$ cat src/rtl/hpd_deglitch.sv
module hpd_deglitch #(
  parameter int GLITCH_W   = 4,
  parameter int VALID_W    = 12,
  parameter int SCALE_LOG2 = 10,
  parameter int STAT_W     = 8,
  localparam int CFG_W     = GLITCH_W + VALID_W,
  localparam int RUN_W     = VALID_W + SCALE_LOG2
) (
  input  logic              clk,
  input  logic              rst_n,
  input  logic              hpd_raw,
  input  logic [CFG_W-1:0]  filt_cfg,
  output logic [STAT_W-1:0] hpd_stat,
  output logic              hpd_rise,
  output logic              hpd_fall
);

  logic [1:0]          sync_q;
  logic                lvl_q;
  logic [GLITCH_W-1:0] fine_q;
  logic [RUN_W-1:0]    coarse_q;

  wire                hpd_s   = sync_q[1];
  wire                differ  = hpd_s ^ lvl_q;
  wire [GLITCH_W-1:0] fine_lim = filt_cfg[CFG_W-1:VALID_W];
  wire [VALID_W-1:0]  crs_lim  = filt_cfg[VALID_W-1:0];
  wire                fine_ok  = fine_q >= fine_lim;
  wire                crs_ok   = coarse_q >= {crs_lim, {SCALE_LOG2{1'b0}}};
  wire                commit   = differ & fine_ok & crs_ok;

  always_ff @(posedge clk) begin
    if (!rst_n) sync_q <= '0;
    else        sync_q <= {sync_q[0], hpd_raw};
  end

  always_ff @(posedge clk) begin
    if (!rst_n || !differ || commit) begin
      fine_q   <= '0;
      coarse_q <= '0;
    end else begin
      if (!(&fine_q))   fine_q   <= fine_q + 1'b1;
      if (!(&coarse_q)) coarse_q <= coarse_q + 1'b1;
    end
  end

  always_ff @(posedge clk) begin
    if (!rst_n) begin
      lvl_q    <= 1'b0;
      hpd_rise <= 1'b0;
      hpd_fall <= 1'b0;
    end else begin
      if (commit) lvl_q <= hpd_s;
      hpd_rise <= commit & hpd_s;
      hpd_fall <= commit & ~hpd_s;
    end
  end

  assign hpd_stat = {{(STAT_W-1){1'b0}}, lvl_q};

endmodule

$ cat config.mk
export PLATFORM = sky130hd
export DESIGN_NAME = hpd_deglitch
export DESIGN_NICKNAME = d
export VERILOG_FILES = /design/src/rtl/hpd_deglitch.sv
export SDC_FILE = /design/constraint.sdc
export NUM_CORES = 1
export LEC_CHECK = 0
export ABC_AREA = 1
export BUFFER_PORTS_ARGS = -buffer_cell sky130_fd_sc_hd__buf_2
export CAP_MARGIN = 20
export CORE_UTILIZATION = 58
export DETAILED_ROUTE_END_ITERATION = 8
export PLACE_DENSITY = 0.81
export SLEW_MARGIN = 20
export SYNTH_ARGS = -nofsm -noshare
export SYNTH_HDL_FRONTEND = slang
export SYNTH_SLANG_ARGS = --single-unit
$ cat constraint.sdc
create_clock -name clk -period 2.25 [get_ports clk]
set_clock_uncertainty 0.1 [all_clocks]
set_input_delay 0.45 -clock clk [delete_from_list [all_inputs] [get_ports clk]]
set_output_delay 0.45 -clock clk [all_outputs]
set_load 0.01 [all_outputs]
==> impl_metrics.toml <==
[clocking]
cts_tree = "yes"
cts_hold_buf = 0
post_cts_buffers = 0
cts_buffers = 5
clock_latency_ps = 280
root_buffer = "clkbuf_8"
clockBufferDepth = 2
cts_sinks = 31
clkTransAtPathRegs_ps = 60
post_cts_resized = 0
cts_max_level = 2

[sta]
setup_viol = 0
finalHoldViolations = 0
rsz0062_at_grt = "no"
worst_slack_ps = 353
drv_slew = 0
fin_crit_ps = 1900
hold_ws_ps = 251
final.period_utilization_pct = 84.3
fmax_ghz = 0.527
tns_ps = 0

[drt]
ant_nets = 0
dr_total_vias = 1901
drt_iter0_markers = 95
vias_per_cell = 4.76
drc = 0
wire_per_inst_um = 9.66
wl_um = 3850
drtPass1Iterations = 4

[run_status]
status = "complete, no violations"

[pwr]
powerDensity_mw_per_mm2 = 421
leakagePower_nw = 1.19
vdd_drop_max_mv = 0.262
power_mw = 1.00

[synth]
avgSynthCellArea_um2 = 6.77
ys_top_cells_by_area = "dfxtp_1, nand2_1, ha_1, nor2_1, inv_1"
synth_top_area_share_pct = 27.9
ys_top_cells_by_count = "nand2_1, nor2_1, inv_1"
synth.largest_area_cell = "dfxtp_1"
syn_area_mm2 = 0.00223
synth.ff_latch_count = 31
synth_edf_count = 0
netlist_instances = 329
synth.most_common_cell = "nand2_1"
synthArstFlopShare_pct = 0
yosysWarnings = 0
synth.distinct_cells = 28
ys_seq_area_share_pct = 27.9
yosys_most_used_dff = "dfxtp_1"

[place]
port_buffers = 21
place_ws_ps = 141
dp.final_hpwl_um = 3150
routabilityCongestion = 0.873
dpl_cell_area_mm2 = 0.00231
placed_cells = 393

[setup_path]
crit_path_start_kind = "register"
cp.arrival_ps = 1950
crit_buf_inv = 0
slowest_stage = "dfxtp_1"
cp.required_ps = 2300
path_class = "reg -> reg"
cp_max_fo = 26
end_kind = "register"
cpPeakStageDelay_ps = 340
critPathTopFamily = "simple AND/OR/NAND/NOR gates"
crit_chain = "ha_1, nand2_1, nor2_1, nand2_1, nor2_1, nand2_1, nand3_2, nand2_2, nand2_4, nor2_1"

[final_layout]
drive_gt1_share_pct = 17.9
multi_input_area_mm2 = 0.00133
fin_area_mm2 = 0.00238
n_antenna_cell = 0
fill_cells = 357
regArea_um2 = 621
instances_no_fill = 399
final_util_pct = 65.1
syn2layout_area_growth_pct = 7.08
nNetsFinal = 390

[floorplanning]
fp.coreArea_mm2 = 0.00366
num_io_pins = 29
start_util_pct = 60.8
rows = 22
die_w_um = 64.0
die_area_mm2 = 0.00409
fp.dieH_um = 64.0

[global_routing]
antenna_found_initial = 0
track_usage_pct = 23.0
grt_pass1_wl_um = 7330
gr-total-overflow = 0
grt_max_degree = 27
first_global_vias = 1820

[hold_path]
hold_path.class = "in -> reg"

[flow_run]
drv_cap = 0
kinds of logic after synthesis:
family	share of synthesized area, %
and+or+nand+nor	39.4
buffers and inverters	13.6
DFF	27.9
adders and majority gates	10.7
xor gates and xnor gates	5.90
AOI/OAI and AO/OA	2.36
other	0.168
final cells by class:
class	count	area share, %
clock buffer	6	3.04
inverter	52	8.39
multi-input combinational	241	55.6
sequential	31	26.0
tap	48	2.52
timing repair buffer	21	4.41
layout by cell type, fill, tap and decap left out:
cell type / n
nor2_2: 19
nor2_4: 4
nand3_1: 16
xnor2_1: 7
a21oi_1: 5
o21bai_1: 1
o21ai_0: 3
inv_2: 4
ha_1: 19
nand2_1: 72
inv_1: 47
buf_2: 21
clkbuf_8: 5
nand2_4: 3
o21ai_1: 1
nand3b_1: 1
dfxtp_1: 31
nor3_1: 4
nand3_2: 1
clkinv_4: 1
xor2_1: 8
clkbuf_1: 1
nor2_1: 62
nor3b_2: 1
nand2_2: 3
nand4_1: 3
conb_1: 7
nor3_2: 1
report_power, final:
group,leakage (nW),switching (mW),total [mW],internal [mW]
combinational,0.906,0.0361,0.0626,0.0265
clock,0.0371,0.181,0.387,0.205
sequential,0.250,0.00214,0.554,0.552
path summary, 6_finish.rpt:
kind                                   start          end  slack [ps]  cells past startpoint
worst max-delay path            coarse_q[21]  coarse_q[9]         350                     10
worst min-delay path                 hpd_raw    sync_q[0]         250                      3
worst max register to register  coarse_q[21]  coarse_q[9]         350                     10
worst min register to register     sync_q[0]    sync_q[1]         320                      2
worst reg2reg max path, delay by kind of cell (launching register included):
family	cells	cell delay, ps
adders and majority gates	1	300
DFF	1	340
and+or+nand+nor	9	1020
sequential cells by signal, indices dropped and copies added (netlist names):
name / count
coarse_q: 22
hpd_fall: 1
sync_q: 2
hpd_rise: 1
fine_q: 4
lvl_q: 1
routing by layer:
metal	track usage, %	share of wire (%)	vias to the layer above
met5	0	0	-
met4	7.67	1.6	0
met3	5.36	2.9	6
met2	41.2	48	24
met1	26.5	47	844
li1	-	-	1027
No activity file was read; power rests on OpenSTA's default activity.
